## config.mk

```make
export PLATFORM = sky130hd
export DESIGN_NAME = blk_xfer_seq
export DESIGN_NICKNAME = d
export VERILOG_FILES = /design/src/rtl/bxs_pkg.sv /design/src/rtl/bxs_gap_timer.sv /design/src/rtl/bxs_poll_ctr.sv /design/src/rtl/bxs_ctrl.sv /design/src/rtl/blk_xfer_seq.sv
export SDC_FILE = /design/constraint.sdc
export NUM_CORES = 1
export LEC_CHECK = 0
export BUFFER_PORTS_ARGS = -buffer_cell sky130_fd_sc_hd__buf_4
export CORE_MARGIN = 10
export CORE_UTILIZATION = 60
export CTS_CLUSTER_SIZE = 20
export DETAILED_ROUTE_END_ITERATION = 7
export PLACE_DENSITY = 0.84
export SYNTH_ARGS = -nofsm -noshare
export SYNTH_HDL_FRONTEND = slang
export SYNTH_SLANG_ARGS = --single-unit
```

## constraint.sdc

```tcl
create_clock -name clk_i -period 3.8 [get_ports clk_i]
set_input_delay 0.19 -clock clk_i [delete_from_list [all_inputs] [get_ports clk_i]]
set_output_delay 0.19 -clock clk_i [all_outputs]
set_load 0.005 [all_outputs]
```

## src/rtl/bxs_pkg.sv

```systemverilog
package bxs_pkg;
  typedef enum logic [1:0] {
    OP_WR   = 2'd0,
    OP_RD   = 2'd1,
    OP_STOP = 2'd2
  } eng_op_e;

  typedef enum logic [2:0] {
    ST_IDLE, ST_ISSUE, ST_WAIT, ST_GAP, ST_FETCH, ST_DONE
  } st_e;

  typedef enum logic [3:0] {
    PH_ADDR,   // first address byte of a read or burst
    PH_OFF,    // register offset
    PH_DEVR,   // repeated start, read form
    PH_RDATA,  // read data byte
    PH_WDATA,  // write data byte
    PH_POLL,   // completion poll
    PH_DUMMY,  // discarded read after poll ack
    PH_SFAIL,  // stop on failure
    PH_SEND,   // stop after last read
    PH_SBURST, // stop after burst
    PH_SPOLL,  // stop after refused poll
    PH_SDUMMY  // stop after discarded read
  } ph_e;
endpackage

```

## src/rtl/bxs_gap_timer.sv

```systemverilog
module bxs_gap_timer #(
  parameter int unsigned CYC = 12000
) (
  input  logic clk_i,
  input  logic rst_ni,
  input  logic start_i,
  output logic done_o
);
  if (CYC == 0) begin : g_nogap
    logic d_q;
    always_ff @(posedge clk_i or negedge rst_ni)
      if (!rst_ni) d_q <= 1'b0;
      else         d_q <= start_i;
    assign done_o = d_q;
  end else begin : g_cnt
    localparam int CW = $clog2(CYC + 1);
    logic [CW-1:0] cnt_q;
    logic          run_q;
    always_ff @(posedge clk_i or negedge rst_ni) begin
      if (!rst_ni) begin
        run_q <= 1'b0;
        cnt_q <= '0;
      end else if (start_i) begin
        run_q <= 1'b1;
        cnt_q <= CW'(CYC - 1);
      end else if (run_q) begin
        if (cnt_q == '0) run_q <= 1'b0;
        else             cnt_q <= cnt_q - 1'b1;
      end
    end
    assign done_o = run_q && (cnt_q == '0);
  end
endmodule

```

## src/rtl/bxs_poll_ctr.sv

```systemverilog
module bxs_poll_ctr #(
  parameter int unsigned MAXN = 100,
  localparam int CW = $clog2(MAXN + 1)
) (
  input  logic          clk_i,
  input  logic          rst_ni,
  input  logic          clr_i,
  input  logic          inc_i,
  output logic [CW-1:0] cnt_o,
  output logic          exh_o
);
  logic [CW-1:0] cnt_q;
  always_ff @(posedge clk_i or negedge rst_ni) begin
    if (!rst_ni)                          cnt_q <= '0;
    else if (clr_i)                       cnt_q <= '0;
    else if (inc_i && cnt_q != CW'(MAXN)) cnt_q <= cnt_q + 1'b1;
  end
  assign cnt_o = cnt_q;
  assign exh_o = (cnt_q == CW'(MAXN));
endmodule

```

## src/rtl/bxs_ctrl.sv

```systemverilog
module bxs_ctrl
  import bxs_pkg::*;
#(
  parameter int unsigned LEN_W = 8,
  parameter int unsigned BURST = 4,
  localparam int BRW = $clog2(BURST + 1)
) (
  input  logic             clk_i,
  input  logic             rst_ni,
  input  logic             req_valid_i,
  output logic             req_ready_o,
  input  logic             req_read_i,
  input  logic             req_legacy_i,
  input  logic [7:0]       req_dev_i,
  input  logic [7:0]       req_off_i,
  input  logic [LEN_W-1:0] req_len_i,
  input  logic [7:0]       wr_data_i,
  input  logic             wr_valid_i,
  output logic             wr_ready_o,
  output logic [7:0]       rd_data_o,
  output logic             rd_valid_o,
  output logic             done_o,
  output logic             err_o,
  output logic             eng_valid_o,
  output logic [1:0]       eng_op_o,
  output logic             eng_start_o,
  output logic             eng_ack_o,
  output logic [7:0]       eng_data_o,
  input  logic             eng_done_i,
  input  logic             eng_nack_i,
  input  logic [7:0]       eng_data_i,
  output logic             gap_start_o,
  input  logic             gap_done_i,
  output logic             poll_clr_o,
  output logic             poll_inc_o,
  input  logic             poll_exh_i
);
  st_e  st_q, st_d;
  ph_e  ph_q, ph_d;

  logic             rd_q, leg_q, err_q, rdv_q;
  logic [7:0]       dev_q, off_q, wbyte_q, rdat_q;
  logic [LEN_W-1:0] len_q;
  logic [BRW-1:0]   brem_q;

  logic accept, fin_err, rd_strobe, wr_take, byte_done, burst_next;

  function automatic logic [BRW-1:0] burst_len(input logic [LEN_W-1:0] n);
    return (n >= LEN_W'(BURST)) ? BRW'(BURST) : BRW'(n);
  endfunction

  always_comb begin
    st_d        = st_q;
    ph_d        = ph_q;
    accept      = 1'b0;
    fin_err     = 1'b0;
    rd_strobe   = 1'b0;
    wr_take     = 1'b0;
    byte_done   = 1'b0;
    burst_next  = 1'b0;
    gap_start_o = 1'b0;
    poll_clr_o  = 1'b0;
    poll_inc_o  = 1'b0;
    unique case (st_q)
      ST_IDLE: if (req_valid_i) begin
        accept = 1'b1;
        if (req_len_i == '0) st_d = ST_DONE;
        else begin
          st_d       = ST_ISSUE;
          ph_d       = PH_ADDR;
          poll_clr_o = 1'b1;
        end
      end
      ST_ISSUE: st_d = ST_WAIT;
      ST_GAP: if (gap_done_i) begin
        st_d = ST_ISSUE;
        ph_d = PH_DEVR;
      end
      ST_FETCH: if (wr_valid_i) begin
        wr_take = 1'b1;
        st_d    = ST_ISSUE;
      end
      ST_DONE: st_d = ST_IDLE;
      ST_WAIT: if (eng_done_i) begin
        st_d = ST_ISSUE;
        unique case (ph_q)
          PH_ADDR:
            if (eng_nack_i)  ph_d = PH_SFAIL;
            else if (rd_q)   ph_d = leg_q ? PH_RDATA : PH_OFF;
            else if (leg_q) begin
              ph_d = PH_WDATA;
              st_d = ST_FETCH;
            end else         ph_d = PH_OFF;
          PH_OFF:
            if (eng_nack_i) ph_d = PH_SFAIL;
            else if (rd_q) begin
              st_d        = ST_GAP;
              gap_start_o = 1'b1;
            end else begin
              ph_d = PH_WDATA;
              st_d = ST_FETCH;
            end
          PH_DEVR: ph_d = eng_nack_i ? PH_SFAIL : PH_RDATA;
          PH_RDATA: begin
            rd_strobe = 1'b1;
            if (len_q == LEN_W'(1)) ph_d = PH_SEND;
          end
          PH_WDATA:
            if (eng_nack_i) ph_d = PH_SFAIL;
            else begin
              byte_done = 1'b1;
              if (brem_q == BRW'(1)) ph_d = PH_SBURST;
              else st_d = ST_FETCH;
            end
          PH_SBURST: begin
            ph_d       = PH_POLL;
            poll_clr_o = 1'b1;
          end
          PH_POLL:
            if (eng_nack_i) begin
              poll_inc_o = 1'b1;
              ph_d       = PH_SPOLL;
            end else ph_d = PH_DUMMY;
          PH_SPOLL:
            if (poll_exh_i) begin
              st_d    = ST_DONE;
              fin_err = 1'b1;
            end else ph_d = PH_POLL;
          PH_DUMMY: ph_d = PH_SDUMMY;
          PH_SDUMMY:
            if (len_q == '0) st_d = ST_DONE;
            else begin
              ph_d       = PH_ADDR;
              burst_next = 1'b1;
            end
          PH_SEND: st_d = ST_DONE;
          default: begin
            st_d    = ST_DONE;
            fin_err = 1'b1;
          end
        endcase
      end
      default: st_d = ST_IDLE;
    endcase
  end

  always_ff @(posedge clk_i or negedge rst_ni) begin
    if (!rst_ni) begin
      st_q    <= ST_IDLE;
      ph_q    <= PH_ADDR;
      rd_q    <= 1'b0;
      leg_q   <= 1'b0;
      err_q   <= 1'b0;
      rdv_q   <= 1'b0;
      dev_q   <= '0;
      off_q   <= '0;
      wbyte_q <= '0;
      rdat_q  <= '0;
      len_q   <= '0;
      brem_q  <= '0;
    end else begin
      st_q  <= st_d;
      ph_q  <= ph_d;
      rdv_q <= rd_strobe;
      if (accept) begin
        rd_q   <= req_read_i;
        leg_q  <= req_legacy_i;
        dev_q  <= req_dev_i;
        off_q  <= req_off_i;
        len_q  <= req_len_i;
        brem_q <= burst_len(req_len_i);
        err_q  <= 1'b0;
      end else if (fin_err) begin
        err_q <= 1'b1;
      end
      if (wr_take) wbyte_q <= wr_data_i;
      if (byte_done) begin
        len_q  <= len_q - 1'b1;
        brem_q <= brem_q - 1'b1;
        off_q  <= off_q + 1'b1;
      end
      if (rd_strobe) begin
        len_q  <= len_q - 1'b1;
        rdat_q <= eng_data_i;
      end
      if (burst_next) brem_q <= burst_len(len_q);
    end
  end

  // command presented to the byte engine for the current phase
  always_comb begin
    eng_op_o    = OP_STOP;
    eng_start_o = 1'b0;
    eng_ack_o   = 1'b0;
    eng_data_o  = '0;
    unique case (ph_q)
      PH_ADDR: begin
        eng_op_o    = OP_WR;
        eng_start_o = 1'b1;
        eng_data_o  = leg_q ? {off_q[6:0], rd_q} : dev_q;
      end
      PH_OFF: begin
        eng_op_o   = OP_WR;
        eng_data_o = off_q;
      end
      PH_DEVR, PH_POLL: begin
        eng_op_o    = OP_WR;
        eng_start_o = 1'b1;
        eng_data_o  = dev_q | 8'h01;
      end
      PH_RDATA: begin
        eng_op_o  = OP_RD;
        eng_ack_o = (len_q != LEN_W'(1));
      end
      PH_WDATA: begin
        eng_op_o   = OP_WR;
        eng_data_o = wbyte_q;
      end
      PH_DUMMY: eng_op_o = OP_RD;
      default:  eng_op_o = OP_STOP;
    endcase
  end

  assign eng_valid_o = (st_q == ST_ISSUE);
  assign req_ready_o = (st_q == ST_IDLE);
  assign wr_ready_o  = (st_q == ST_FETCH);
  assign done_o      = (st_q == ST_DONE);
  assign err_o       = err_q;
  assign rd_valid_o  = rdv_q;
  assign rd_data_o   = rdat_q;
endmodule

```

## src/rtl/blk_xfer_seq.sv

```systemverilog
module blk_xfer_seq #(
  parameter int unsigned LEN_W      = 8,
  parameter int unsigned BURST      = 4,
  parameter int unsigned POLL_MAX   = 100,
  parameter int unsigned GAP_CYCLES = 12000
) (
  input  logic             clk_i,
  input  logic             rst_ni,
  input  logic             req_valid_i,
  output logic             req_ready_o,
  input  logic             req_read_i,
  input  logic             req_legacy_i,
  input  logic [7:0]       req_dev_i,
  input  logic [7:0]       req_off_i,
  input  logic [LEN_W-1:0] req_len_i,
  input  logic [7:0]       wr_data_i,
  input  logic             wr_valid_i,
  output logic             wr_ready_o,
  output logic [7:0]       rd_data_o,
  output logic             rd_valid_o,
  output logic             done_o,
  output logic             err_o,
  output logic             eng_valid_o,
  output logic [1:0]       eng_op_o,
  output logic             eng_start_o,
  output logic             eng_ack_o,
  output logic [7:0]       eng_data_o,
  input  logic             eng_done_i,
  input  logic             eng_nack_i,
  input  logic [7:0]       eng_data_i
);
  localparam int PCW = $clog2(POLL_MAX + 1);

  logic           gap_start, gap_done, poll_clr, poll_inc, poll_exh;
  logic [PCW-1:0] poll_cnt;

  bxs_ctrl #(.LEN_W(LEN_W), .BURST(BURST)) u_ctrl (
    .clk_i, .rst_ni,
    .req_valid_i, .req_ready_o, .req_read_i, .req_legacy_i,
    .req_dev_i, .req_off_i, .req_len_i,
    .wr_data_i, .wr_valid_i, .wr_ready_o,
    .rd_data_o, .rd_valid_o, .done_o, .err_o,
    .eng_valid_o, .eng_op_o, .eng_start_o, .eng_ack_o, .eng_data_o,
    .eng_done_i, .eng_nack_i, .eng_data_i,
    .gap_start_o(gap_start), .gap_done_i(gap_done),
    .poll_clr_o(poll_clr), .poll_inc_o(poll_inc), .poll_exh_i(poll_exh)
  );

  bxs_gap_timer #(.CYC(GAP_CYCLES)) u_gap (
    .clk_i, .rst_ni, .start_i(gap_start), .done_o(gap_done)
  );

  bxs_poll_ctr #(.MAXN(POLL_MAX)) u_poll (
    .clk_i, .rst_ni, .clr_i(poll_clr), .inc_i(poll_inc),
    .cnt_o(poll_cnt), .exh_o(poll_exh)
  );
endmodule

```

==> metrics.md <==
| Metric | Value |
|---|---|
| Vias per cell | `~6.2` |
| Post-DP HPWL | `between 8000 and 9000 µm` |
| Post-CTS sizing | `0` |
| Via count | `between 4000 and 5000` |
| Tot GR Track Use | `20.6%` |
| FF-to-FF Start | `u_ctrl.ph_q[0]` |
| Family with the most delay on the worst path | `simple AND/OR/NAND/NOR gates` |
| F_max | `around 0.33 GHz` |
| Nets@finish | `roughly 610` |
| Grt ovf | `0` |
| Synth warn | `0` |
| Antenna-violating nets left | `0` |
| Post-CTS setup buffer count | `0` |
| Cell taking the most area after synthesis | `dfrtp_1` |
| Failing checks | `negative hold slack` |
| Sequential area share after synthesis | `approximately 42%` |
| Fin worst setup slack | `between 0.8 and 0.9 ns` |
| Initial drt markers | `roughly 550` |
| Critical path required time | `3.61 ns` |
| I/O pins | `74` |
| CTS max path bufs | `2` |
| Post-CTS Hold Fix Bufs | `0` |
| Async S/R FF share, synth | `100%` |
| Largest net degree at the start of global routing | `77` |
| Most common cell in the netlist | `dfrtp_1` |
| Register Area | `~1900 µm²` |
| Skew final | `0.00702 ns` |
| Top-area cell type share of the netlist area | `between 40% and 50%` |
| RR Endpoint | `u_ctrl.len_q[4]` |
| Worst path bufs/invs | `1` |
| Worst Max-Slew Pin Slew | `1.16 ns` |
| Setup violators final | `0` |
| Core footprint | `7250 µm²` |
| Post-synth EDFFs | `0` |
| Die ar. | `around 11000 µm²` |
| Worst-Skew Late Latency | `~0.35 ns` |
| Minimum clock period | `roughly 3 ns` |
| Starting density of the core | `61.9%` |
| Die X | `~110 µm` |
| Routability cong. | `0.927` |
| Cell Rows | `31` |
| Data arrival, critical path | `roughly 2.8 ns` |
| Layout fillers | `~560` |
| WL met1 | `4890 µm` |
| WL/cell | `about 18 µm` |
| Worst VDD drop | `just over 0.5 mV` |
| Setup_tns | `0 ns` |
| CTS root buffer | `clkbuf_8` |
| First-pass GRT wire length | `19400 µm` |
| Critical path's slowest cell | `nor4_1` |
| Number of cells on the critical path | `4` |
| Yosys reg bits | `76` |
| Crit end category | `primary output` |
| Synth-to-Final Area Change | `17.5%` |
| H-tree depth | `3` |
| Multi-input gate area | `about 2400 µm²` |
| RSZ-0062 raised after global routing | `no` |
| Cell count after synthesis | `about 500` |
| Initial antenna violation count | `0` |
| Clock sinks | `76` |
| FF-to-FF path depth | `5` |
| Met3 WL | `between 700 and 800 µm` |
| Commonest cells post-synth | `76 x dfrtp_1, 72 x nand2_1, 46 x nor2_1` |
| Top Layer Used | `met4` |
| Layout Utilization | `72.8%` |
| Clock transition at the registers of the reported paths | `0.08 ns` |
| Startpoint Class | `register` |
| Min Hold Slack | `-0.0318 ns` |
| Fraction of layout cells with a size suffix above 1 | `a little under a quarter` |
| Final Slew Violations | `0` |
| DRC | `0` |
| Die Y-Extent | `roughly 110 µm` |
| Netlist cell types | `71` |
| Total leakage power | `2.35 nW` |
| Flop2flop setup slack | `1.08 ns` |
| Diode count | `0` |
| Hold Path Class | `input pin to async pin` |
| CP peak stage delay | `roughly 0.9 ns` |
| Critical path, cell by cell | `or2_2 > nor4_1 > a221o_1 > buf_4` |
| CTS tree | `done` |
| Crit path kind | `register to primary output` |
| Hold Fails Final Rpt | `34` |
| Port Buffers | `73` |
| Syn nets | `approximately 560` |
| Vias in the first global route | `between 3000 and 4000` |
| Slew HR | `21.8%` |
| Outcome | `finished, violations left` |
| First-pass iteration count of the detailed router | `5` |
| Fin crit share | `78.8%` |
| Synth Flop Type | `dfrtp_1` |
| Synthesized area | `4490 µm²` |
| Total CTS buffers | `9` |
| Synth area leaders | `dfrtp_1 42%, nand2_1 6.0%, mux2_2 5.0%` |
| Met2 routed WL | `approximately 5600 µm` |
| Routed WL | `~12000 µm` |
| PwrDens | `around 700 nW/µm²` |
| Max-Cap Viols | `0` |
| Average size of a mapped cell | `approximately 9.0 µm²` |
| Dpl ws | `about 1.1 ns` |
| CP max FO | `22` |
logic make-up after synthesis:
kind of cell | count (synthesis) | synth area share (%)
AO/OA/AOI/OAI | 111 | 18.1
XOR/XNOR | 9 | 1.75
adder cells (fa/ha/maj) | 11 | 3.01
buffers and inverters | 51 | 4.48
flip-flops | 76 | 42.3
multiplexers | 22 | 5.46
AND/OR/NAND/NOR | 217 | 24.8
registers in the layout (all words and copies together) (netlist names):
signal and count:
u_ctrl.len_q 8, u_ctrl.rd_valid_o 1, u_ctrl.brem_q 3, u_ctrl.ph_q 4, u_gap.g_cnt.cnt_q 14, u_ctrl.wbyte_q 8
u_ctrl.off_q 8, u_ctrl.st_q 3, u_poll.cnt_o 7, u_ctrl.rd_q 1, u_ctrl.rd_data_o 8, u_ctrl.leg_q 1
u_ctrl.dev_q 8, u_ctrl.err_o 1, u_gap.g_cnt.run_q 1
report_power, final:
group	internal (mW)	leakage, nW	switching, mW
registers	1.11	0.946	0.366
logic	0.768	1.31	0.823
clock network	0.327	0.0995	0.315
total	2.20	2.35	1.50
cell type report:
class	instances	area share [%]
multi-input cells	370	45.2
flip-flops and latches	76	36.0
repair buffers	78	11.1
clock buffers	10	2.61
well taps	99	2.35
clock inverters	6	1.35
inverters	19	1.35
worst max-delay path by stage:
stage	to	slack [ns]	startpoint
5_1_grt	eng_data_o[7]	0.69	u_ctrl.ph_q[1]
3_5_place_dp	u_ctrl.len_q[4]	1.14	u_ctrl.ph_q[0]
6_report	eng_data_o[7]	0.81	u_ctrl.ph_q[1]
2_1_floorplan	u_ctrl.len_q[7]	1.51	u_ctrl.ph_q[0]
3_3_place_gp	u_ctrl.len_q[7]	1.21	u_ctrl.ph_q[0]
4_1_cts	eng_data_o[7]	0.91	u_ctrl.ph_q[1]
per-stage QoR:
step / power [mW] / instances / hold WS, ns / cell area (µm²)
floorplan: 2.46 / 497 / -0.106 / 4490
global placement: 2.99 / 642 / 0.380 / 5070
detailed placement: 3.06 / 642 / 0.383 / 5070
CTS: 3.71 / 658 / 0.0180 / 5280
global route: 3.98 / 658 / 0.0272 / 5280
finish: 3.71 / 658 / -0.0318 / 5280
placed cells by master, fill, tap and decap left out, types with 10 or more instances in the layout:
| cell type | Yosys | layout |
|---|---|---|
| clkbuf_8 | 0 | 10 |
| o21ai_0 | 18 | 18 |
| nor2_1 | 46 | 46 |
| inv_1 | 19 | 19 |
| nor3_1 | 10 | 10 |
| nand3_1 | 19 | 19 |
| dfrtp_1 | 76 | 76 |
| nand2_1 | 72 | 72 |
| mux2_2 | 20 | 20 |
| ha_1 | 10 | 10 |
| a21oi_1 | 18 | 18 |
| buf_4 | 0 | 78 |
layer usage:
metal  up-vias  GRT usage [%]
met5         -              0
met4         0           7.45
met3        29           4.71
met2       144           33.5
met1      1990           26.2
li1       1933              -
No activity file was read; power rests on OpenSTA's default activity.
